[src/rtl/tib_pkg.sv]
package tib_pkg;
  localparam int CTR_W = 2;
  localparam logic [CTR_W-1:0] CTR_INIT = 2'd2;
  localparam logic [CTR_W-1:0] CTR_MAX  = 2'd3;

  // predicted direction for a counter value
  function automatic logic ctr_says_taken(input logic [CTR_W-1:0] c);
    return c[CTR_W-1];
  endfunction

  // saturating train step
  function automatic logic [CTR_W-1:0] ctr_train(input logic [CTR_W-1:0] c,
                                                 input logic taken);
    if (taken) return (c == CTR_MAX) ? c : c + 1'b1;
    else       return (c == '0) ? c : c - 1'b1;
  endfunction

  // prediction disagreement between fetch time and resolution
  function automatic logic wrong_guess(input logic act_t, input logic prd_t,
                                       input logic tgt_differs);
    return (act_t != prd_t) || (act_t && prd_t && tgt_differs);
  endfunction
endpackage

[src/rtl/tib_cam.sv]
module tib_cam #(
  parameter int ENTRIES = 8,
  parameter int ADDR_W  = 32,
  localparam int IDX_W  = (ENTRIES > 1) ? $clog2(ENTRIES) : 1
) (
  input  logic [ADDR_W-1:0]         key,
  input  logic [ENTRIES*ADDR_W-1:0] tags_flat,
  input  logic [ENTRIES-1:0]        valid,
  output logic [ENTRIES-1:0]        match,
  output logic                      any,
  output logic [IDX_W-1:0]          idx
);
  for (genvar i = 0; i < ENTRIES; i++) begin : g_cmp
    assign match[i] = valid[i] && (tags_flat[i*ADDR_W +: ADDR_W] == key);
  end

  assign any = |match;

  always_comb begin
    idx = '0;
    for (int i = 0; i < ENTRIES; i++)
      if (match[i]) idx = IDX_W'(i);
  end
endmodule

[src/rtl/tib_rr_alloc.sv]
module tib_rr_alloc #(
  parameter int ENTRIES = 8,
  localparam int IDX_W  = (ENTRIES > 1) ? $clog2(ENTRIES) : 1
) (
  input  logic             clk,
  input  logic             rst_n,
  input  logic             advance,
  output logic [IDX_W-1:0] victim
);
  localparam logic [IDX_W-1:0] LAST = IDX_W'(ENTRIES - 1);

  always_ff @(posedge clk) begin
    if (!rst_n)       victim <= '0;
    else if (advance) victim <= (victim == LAST) ? '0 : victim + 1'b1;
  end
endmodule

[src/rtl/tgt_instr_buffer.sv]
module tgt_instr_buffer #(
  parameter int ENTRIES     = 8,
  parameter int ADDR_W      = 32,
  parameter int INSTR_W     = 32,
  parameter int INSTR_BYTES = 4
) (
  input  logic               clk,
  input  logic               rst_n,
  input  logic               fetch_valid,
  input  logic [ADDR_W-1:0]  fetch_addr,
  output logic               hit,
  output logic               pred_taken,
  output logic               tgt_instr_valid,
  output logic [INSTR_W-1:0] tgt_instr,
  output logic [ADDR_W-1:0]  next_fetch_addr,
  input  logic               upd_valid,
  input  logic [ADDR_W-1:0]  upd_addr,
  input  logic               upd_taken,
  input  logic [ADDR_W-1:0]  upd_target,
  input  logic [INSTR_W-1:0] upd_instr,
  input  logic               upd_pred_taken,
  input  logic [ADDR_W-1:0]  upd_pred_target,
  output logic               mispredict
);
  import tib_pkg::*;

  localparam int IDX_W = (ENTRIES > 1) ? $clog2(ENTRIES) : 1;
  localparam logic [ADDR_W-1:0] STEP = ADDR_W'(INSTR_BYTES);

  // slot storage
  logic [ENTRIES-1:0]  valid_q;
  logic [ADDR_W-1:0]   tag_q    [ENTRIES];
  logic [ADDR_W-1:0]   target_q [ENTRIES];
  logic [INSTR_W-1:0]  instr_q  [ENTRIES];
  logic [CTR_W-1:0]    ctr_q    [ENTRIES];

  logic [ENTRIES*ADDR_W-1:0] tag_flat;
  logic [ENTRIES*CTR_W-1:0]  ctr_flat;

  for (genvar i = 0; i < ENTRIES; i++) begin : g_flat
    assign tag_flat[i*ADDR_W +: ADDR_W] = tag_q[i];
    assign ctr_flat[i*CTR_W +: CTR_W]   = ctr_q[i];
  end

  // fetch-side lookup
  logic [ENTRIES-1:0] f_match;
  logic               f_any;
  logic [IDX_W-1:0]   f_idx;

  tib_cam #(.ENTRIES(ENTRIES), .ADDR_W(ADDR_W)) u_fetch_cam (
    .key(fetch_addr), .tags_flat(tag_flat), .valid(valid_q),
    .match(f_match), .any(f_any), .idx(f_idx)
  );

  logic [ADDR_W-1:0] seq_addr;
  logic [ADDR_W-1:0] jump_addr;

  assign seq_addr        = fetch_addr + STEP;
  assign jump_addr       = target_q[f_idx] + STEP;
  assign hit             = fetch_valid && f_any;
  assign pred_taken      = hit && ctr_says_taken(ctr_q[f_idx]);
  assign tgt_instr_valid = pred_taken;
  assign tgt_instr       = instr_q[f_idx];
  assign next_fetch_addr = pred_taken ? jump_addr : seq_addr;

  // update-side lookup
  logic [ENTRIES-1:0] u_match;
  logic               u_any;
  logic [IDX_W-1:0]   u_idx;

  tib_cam #(.ENTRIES(ENTRIES), .ADDR_W(ADDR_W)) u_upd_cam (
    .key(upd_addr), .tags_flat(tag_flat), .valid(valid_q),
    .match(u_match), .any(u_any), .idx(u_idx)
  );

  // named internal events
  logic             train_ev;
  logic             alloc_fire;
  logic             retarget_ev;
  logic [IDX_W-1:0] rr_ptr;
  logic [ENTRIES-1:0] alloc_vec;

  assign train_ev    = upd_valid && u_any;
  assign alloc_fire  = upd_valid && upd_taken && !u_any;
  assign retarget_ev = train_ev && upd_taken && (target_q[u_idx] != upd_target);

  for (genvar i = 0; i < ENTRIES; i++) begin : g_avec
    assign alloc_vec[i] = alloc_fire && (rr_ptr == IDX_W'(i));
  end

  tib_rr_alloc #(.ENTRIES(ENTRIES)) u_rr (
    .clk(clk), .rst_n(rst_n), .advance(alloc_fire), .victim(rr_ptr)
  );

  always_ff @(posedge clk) begin
    if (!rst_n)          valid_q         <= '0;
    else if (alloc_fire) valid_q[rr_ptr] <= 1'b1;
  end

  always_ff @(posedge clk) begin
    if (!rst_n) begin
      for (int i = 0; i < ENTRIES; i++) ctr_q[i] <= '0;
    end else if (alloc_fire) begin
      tag_q[rr_ptr]    <= upd_addr;
      target_q[rr_ptr] <= upd_target;
      instr_q[rr_ptr]  <= upd_instr;
      ctr_q[rr_ptr]    <= CTR_INIT;
    end else if (train_ev) begin
      ctr_q[u_idx] <= ctr_train(ctr_q[u_idx], upd_taken);
      if (retarget_ev) begin
        target_q[u_idx] <= upd_target;
        instr_q[u_idx]  <= upd_instr;
      end
    end
  end

  assign mispredict = upd_valid &&
                      wrong_guess(upd_taken, upd_pred_taken,
                                  upd_target != upd_pred_target);
endmodule

[config.mk]
export PLATFORM = sky130hd
export DESIGN_NAME = tgt_instr_buffer
export DESIGN_NICKNAME = d
export VERILOG_FILES = /design/src/rtl/tib_pkg.sv /design/src/rtl/tib_cam.sv /design/src/rtl/tib_rr_alloc.sv /design/src/rtl/tgt_instr_buffer.sv
export SDC_FILE = /design/constraint.sdc
export NUM_CORES = 2
export LEC_CHECK = 0
export BUFFER_PORTS_ARGS = -buffer_cell sky130_fd_sc_hd__buf_2
export CORE_AREA = 3 3 347 349
export CTS_CLUSTER_DIAMETER = 200
export CTS_CLUSTER_SIZE = 8
export DETAILED_ROUTE_END_ITERATION = 7
export DIE_AREA = 0 0 350 352
export GPL_TIMING_DRIVEN = 0
export MAX_ROUTING_LAYER = met4
export PLACE_DENSITY_LB_ADDON = 0.1
export SETUP_SLACK_MARGIN = 0.5
export SYNTH_ARGS = -nofsm -noshare
export SYNTH_HDL_FRONTEND = slang
export SYNTH_SLANG_ARGS = --single-unit
[constraint.sdc]
create_clock -name clk -period 22.4 [get_ports clk]
set_clock_uncertainty 0.1 [all_clocks]
set_input_delay 0 -clock clk [delete_from_list [all_inputs] [get_ports clk]]
set_output_delay 0 -clock clk [all_outputs]
set_load 0.005 [all_outputs]
; ---- Yosys cells after proc, flatten, opt, wreduce, memory -nomap -nowiden
; Memories as Yosys holds them, arrays and structs flattened.
; Index checks and enable logic that the tools add are counted.
[word_totals]
in_bits = 166
mem_bits_ro = 0
ram_bits = 784
regBits = 11
output_inout_bits = 68
latchBits = 0
n_memories = 4
wordCells = 120
[classes]
div = 0
order_cmp = 2
n_eq_ne = 21
addsub = 5
n_bitwise = 1
n_shift = 0
muxes = 49
mul = 0
reduce_logical = 36
[memory_table]
columns = memory, words, width, rd, rd_clocked_by_memory_dff, wr, line_no
row1 = instr_q, 8, 32, 1, 0, 1, tgt_instr_buffer.sv:34  ; logic [INSTR_W-1:0] instr_q [ENTRIES];
row2 = tag_q, 8, 32, 8, 0, 1, tgt_instr_buffer.sv:32  ; logic [ADDR_W-1:0] tag_q [ENTRIES];
row3 = target_q, 8, 32, 2, 0, 1, tgt_instr_buffer.sv:33  ; logic [ADDR_W-1:0] target_q [ENTRIES];
row4 = ctr_q, 8, 2, 2, 0, 8, tgt_instr_buffer.sv:35  ; logic [CTR_W-1:0] ctr_q [ENTRIES];
[ops]
columns = op, n
row1 = $eq 32x32->1, 16
row2 = $mux 32, 3
row3 = $add 32x3->32 const B, 2
row4 = $ne 32x32->1, 2
row5 = $reduce_or 32->1, 2
row6 = $mux 3, 13
row7 = $logic_and 1x1->1, 27
row8 = $mux 2, 12
row9 = $mux 1, 20
row10 = $reduce_or 8->1, 2
row11 = $or 8x8->8, 1
row12 = $lt 3x4->1 const B, 1
row13 = $reduce_or 2->1, 2
row14 = $add 3x1->3 const B, 1
row15 = $demux 1 s3, 1
row16 = $eq 3x3->1 const B, 1
row17 = $ge 3x1->1 const B, 1
row18 = $add 2x1->2 const B, 1
row19 = $eq 2x2->1 const B, 1
row20 = $logic_not 2->1, 1
row21 = $sub 2x1->2 const B, 1
row22 = $logic_not 1->1, 1
row23 = $logic_or 1x1->1, 1
row24 = $ne 1x1->1, 1

; ---- Depth between registers and ports, before layout
; An unclocked memory read counts as a cell.
[logic_depth]
ltp_word = 20
mapped_depth = 24
ltp_nobuf = 18

; ---- By module
; Synthesis repeated with hierarchy kept, for this count alone.
[hier_totals]
hier_cells = 2307
area_unflattened_um2 = 38504.4
[by_module_without_submodules]
columns = module, area_per_inst_um2, seq_area_each_um2, n_inst, cells_each
row1 = tgt_instr_buffer, 31874.3, 23702.7, 1, 1507
row2 = tib_cam, 3243.1, 0.0, 2, 394
row3 = tib_rr_alloc, 143.9, 60.1, 1, 12

; ---- Worst setup path before layout
; OpenSTA, ideal clock, no wires.
[synth_path]
path_kind = reg2reg
start = mem tag_q[4][1]
end = mem instr_q[6][0], enable pin
setup_time_ns = 0.581
arrival_time_ns = 8.077
stages_incl_launch_ff = 17
synth_period_minus_slack_ns = 8.757
t_required_ns = 21.719
path_buffers = 3
setup_slack_ns = 13.643
path_cell_list = edfxtp_1 > xor2_1 > nor4_1 > nand4_1 > or4_1 > and2_1 > a21oi_1 > buf_2 > buf_4 > buf_2 > a21oi_1 > a221oi_1 > xor2_1 > nor4_1 > nand4_1 > nor2_1 > o31ai_1
[synth_lines]
columns = element, line_no
row1 = from (decl), tgt_instr_buffer.sv:32
row2 = to (decl), tgt_instr_buffer.sv:34

; ---- Final worst setup path
[layout_path]
start = in upd_addr[24]
end = mem instr_q[1][10], enable pin
[layout_via]
elab_chain_len = 19
elab_cells_between_ends = 42
classes_between = 9 x eq/ne / 17 x mux / 15 x reduce/logical / 1 x memory
[layout_rtl]
columns = element, line_no
row1 = from (decl), tgt_instr_buffer.sv:17  ; input logic [ADDR_W-1:0] upd_addr,
row2 = $eq 32x32->1, tib_cam.sv:14  ; assign match[i] = valid[i] && (tags_flat[i*ADDR_W +: ADDR_W] == key);
row3 = $logic_and 1x1->1, tib_cam.sv:14
row4 = $mux 1, tib_cam.sv:22  ; if (match[i]) idx = IDX_W'(i);
row5 = $mux 2 (2 in series), tib_cam.sv:22
row6 = $mux 3 (4 in series), tib_cam.sv:22
row7 = $mem_v2 8x32, --
row8 = $ne 32x32->1, tgt_instr_buffer.sv:85  ; assign retarget_ev = train_ev && upd_taken && (target_q[u_idx] != upd_target);
row9 = $logic_and 1x1->1, tgt_instr_buffer.sv:85
row10 = $mux 1, tgt_instr_buffer.sv:110  ; if (retarget_ev) begin
row11 = $mux 1, tgt_instr_buffer.sv:108  ; end else if (train_ev) begin
row12 = $mux 1, tgt_instr_buffer.sv:103  ; end else if (alloc_fire) begin
row13 = $mux 1, tgt_instr_buffer.sv:101  ; if (!rst_n) begin
row14 = $mux 1 (not written as such), tgt_instr_buffer.sv:112  ; instr_q[u_idx] <= upd_instr;
row15 = $reduce_or 32->1 (no line), --
row16 = $mux 3 (no line) or $mux 1 (tied branches), --
; Parallel ways exist; a longest one is shown, timed or not.

==> summary.md <==
| Metric | Value |
|---|---|
| Status | `finished with violations` |
| Violated checks | `DRC, capacitance limit, slew limit` |
| H-tree levels | `3` |
| Post-Synthesis Cell Area | `0.04107 mm2` |
| Hold path startpoint | `upd_instr[2]` |
| Synthesized area per cell | `11.94 um2` |
| R2R setup slack | `13.58 ns` |
| Power Density | `70.07 mW/mm2` |
| Clock-pin slew on the worst setup and hold paths | `0.05 ns` |
| Final wirelength | `183,300 um` |
| WHS Path Cells | `2` |
| GRT Overall Usage | `0.2995` |
| Number of DRC markers in iteration 0 | `4,475` |
| Synthesized instance count | `3,439` |
| Worst-case clock buffer depth | `3` |
| Number of gates given a new drive strength after cts | `0` |
| Vias/cell | `5.834` |
| Std-Cell Core Area | `0.1178 mm2` |
| Largest fanout on the critical path | `19` |
| Sequential fraction of the synthesis area | `0.5786` |
| Max-cap violation count | `5` |
| Area of all placed cells without fillers | `0.04950 mm2` |
| Number of clock sinks seen by CTS | `795` |
| Worst reg2reg endpoint | `instr_q[1][10]` |
| Final TNS setup | `0 ns` |
| Number of buffers added on ports | `220` |
| Setup repair after global routing missed its margin | `no` |
| CTS buffer count | `109` |
| Pin slew with the least headroom to its limit | `1.553 ns` |
| Count of unique library cells instantiated by Yosys | `91` |
| Setup violation total in the final timing report | `0` |
| Die X-Extent | `350 um` |
| Post-detail-place hpwl | `125,600 um` |
| CP endpoint kind | `flip-flop` |
| Post-synth top area share | `0.5732` |
| Post-route ant nets | `0` |
| Proportion of synthesized flip-flops having asynchronous set or reset | `0` |
| Overall overflow remaining after global route | `0` |
| Net count after synthesis | `3,609` |
| Type of element launching the critical path | `input pin` |
| Synthesis warning total | `0` |
| Final core utilization | `0.4203` |
| Area of the die | `0.1232 mm2` |
| Leakage power of the design | `17.90 nW` |
| Class of the most critical setup path | `input pin to flip-flop` |
| Top_reg_cell synth | `edfxtp_1` |
| Wire length of the first global-routing pass | `250,300 um` |
| Clock latency of the later-clocked register in the worst-skew pair | `0.75 ns` |
| Arr. time, crit path | `10.24 ns` |
| Number of global-route vias before repair | `31,094` |
| Final worst path period need | `9.850 ns` |
| Critical Path RT | `22.79 ns` |
| Average wire per cell in the routed design | `33.16 um` |
| Clock root cell | `clkbuf_16` |
| Pin count of the biggest net entering global routing | `34` |
| Worst rel slew slack | `-0.03549` |
| Post-DP Area | `0.04503 mm2` |
| Post-synthesis register bit count | `795` |
| Effective utilization at floorplan | `0.3487` |
| Worst supply voltage drop on vdd | `60.77 uV` |
| Standard-cell rows | `126` |
| Worst hold path class | `input pin to flip-flop` |
| Worst Hold Path EP | `instr_q[0][2]` |
| Total vias in the final route | `32,237` |
| Final Hold Vio Count | `0` |
| Share of post-route cells with drive strength above 1 | `0.1356` |
| Max Fclk | `101.5 MHz` |
| Worst Reg-to-Reg Cells | `16` |
| Max Transition Viols Final | `26` |
| Signed area change from the synthesized netlist to the final layout | `20.52%` |
| Final cycle utilization of the critical path | `0.4397` |
| Cell accounting for the most synthesized area | `edfxtp_1` |
| # IOs | `234` |
| Top post-synthesis cells by area | `edfxtp_1 (57%), xor2_1 (6.7%), xnor2_1 (6.2%)` |
| Number of optimization iterations in the first detailed-route pass | `8` |
| DR DRC count | `2` |
| GPL Wtd Cong | `0.9406` |
| Worst flop-to-flop path startpoint | `tag_q[5][24]` |
| Initial antenna violation count | `23` |
| Final net count | `4,117` |
| EDFF count, synth | `784` |
| Height of the die | `352 um` |
| TritonCTS clock tree | `yes` |
## per-layer routing
metal,part of all wire,GRT usage,vias to the layer above
met5,0,-,-
li1,-,-,13761
met4,0.035,0.09662,0
met2,0.44,0.4375,1859
met3,0.094,0.05858,328
met1,0.44,0.4181,16289
## critical path, cell delays in order
cell,delay (ns)
dlygate4sd3_1,0.51
buf_2,0.51
clkbuf_1,1.04
xor2_1,0.29
or4_1,0.59
nor4_1,0.49
nand4_1,0.35
o21ai_1,1.23
clkbuf_1,0.90
clkbuf_1,0.94
a221oi_1,0.33
xor2_1,0.25
nor4_1,0.53
nand4_1,0.19
nor2_2,0.88
o21bai_4,0.45
buf_12,0.30
buf_12,0.18
buf_12,0.17
## sequential cells by signal, indices dropped and copies added, names as in the netlist
signal / flops
u_rr.victim: 3
ctr_q: 16
valid_q: 8
instr_q: 256
target_q: 256
tag_q: 256
## where the power goes
part | switching [W] | total [W] | internal, W
combinational | 0.000193 | 0.000279 | 0.0000860
clock | 0.000658 | 0.00154 | 0.000879
sequential | 0.00000548 | 0.00165 | 0.00165
total | 0.000857 | 0.00347 | 0.00261
## metrics by stage
stage          hold WS, ns  setup WS (ns)  power (W)  cells
3_5_place_dp        0.1850          12.63   0.001932   5237
4_1_cts           0.005279          12.92   0.003483   5509
3_3_place_gp        0.1827          3.455   0.001932   5195
2_1_floorplan    -0.004509          13.64   0.001793   3439
6_report           0.03209          12.55   0.003469   5526
5_1_grt            0.01933          12.78   0.003555   5525
## layout make-up
| type | instances | area [um2] |
|---|---|---|
| well taps | 1536 | 1922 |
| plain buffers | 192 | 938.4 |
| diodes | 14 | 35.03 |
| repair buffers | 397 | 3307 |
| clock inverters | 7 | 187.7 |
| clock buffers | 133 | 2839 |
| fillers | 11136 | 68270 |
| flip-flops and latches | 795 | 23760 |
| inverters | 28 | 105.1 |
| multi-input cells | 2424 | 16400 |
## cell families (layout without fill, tap and decap cells)
family / count (synthesis) / in the layout / synth area share
buffers and inverters: 220 / 757 / 0.02532
multiplexers: 221 / 221 / 0.05459
other: 0 / 14 / 0
AND/OR/NAND/NOR: 1263 / 1263 / 0.1555
AO/OA/AOI/OAI: 330 / 330 / 0.05529
XOR/XNOR: 604 / 604 / 0.1290
adder cells (fa/ha/maj): 6 / 6 / 0.001706
flip-flops: 795 / 795 / 0.5786
## cell usage in the layout, fill, tap and decap left out, types with 23 or more instances in the layout
cell type and count:
buf_4 23, nor2_1 98, a21oi_1 31, nand3_1 214, a22oi_1 47, xor2_1 312, buf_2 271, dlygate4sd3_1 132
o21ai_0 98, nand2_1 485, mux2_2 23, clkbuf_16 110, nand2b_1 29, inv_1 25, mux2i_1 197, edfxtp_1 784
nor3_1 30, nor4_1 130, xnor2_1 291, nand4_1 118, clkbuf_1 117
## how the worst max path moves through the flow
stage                 startpoint             end  slack, ns  cells past startpoint
floorplan            tag_q[4][1]   instr_q[6][0]      13.64                     16
global placement    upd_addr[12]  instr_q[6][15]       3.46                     15
detailed placement  upd_addr[24]  instr_q[1][14]      12.63                     18
CTS                 upd_addr[24]  instr_q[1][17]      12.92                     19
global route        upd_addr[24]   instr_q[1][7]      12.78                     19
finish              upd_addr[24]  instr_q[1][10]      12.55                     19
## synthesized netlist by cell type (6+ instances only)
cell      instances
a211oi_1         15
a21oi_1          31
a221oi_1         12
a222oi_1          9
a22o_1           19
a22oi_1          47
a311oi_1          9
a31oi_1           7
and2_1           12
and3_1           13
and3b_1           6
and4_1           11
buf_1            14
buf_2            51
buf_4            20
buf_6            10
clkbuf_1         97
dfxtp_1          11
edfxtp_1        784
inv_1            26
mux2_2           23
mux2i_1         197
nand2_1         485
nand2b_1         29
nand3_1         214
nand3b_1         11
nand4_1         118
nand4b_1         11
nor2_1          100
nor2b_1          19
nor3_1           32
nor3b_1           7
nor4_1          130
nor4b_1           6
o211ai_1          7
o21ai_0         100
o21ai_1          14
o21bai_1          6
or2_2             7
or4_1            19
xnor2_1         291
xor2_1          312
## repair_timing
item                                   in CTS  in global routing
hold buffers                              132                  0
setup buffers                               0                  0
endpoints found under the hold margin     789                  0
Power figures use the tool's default switching activity.
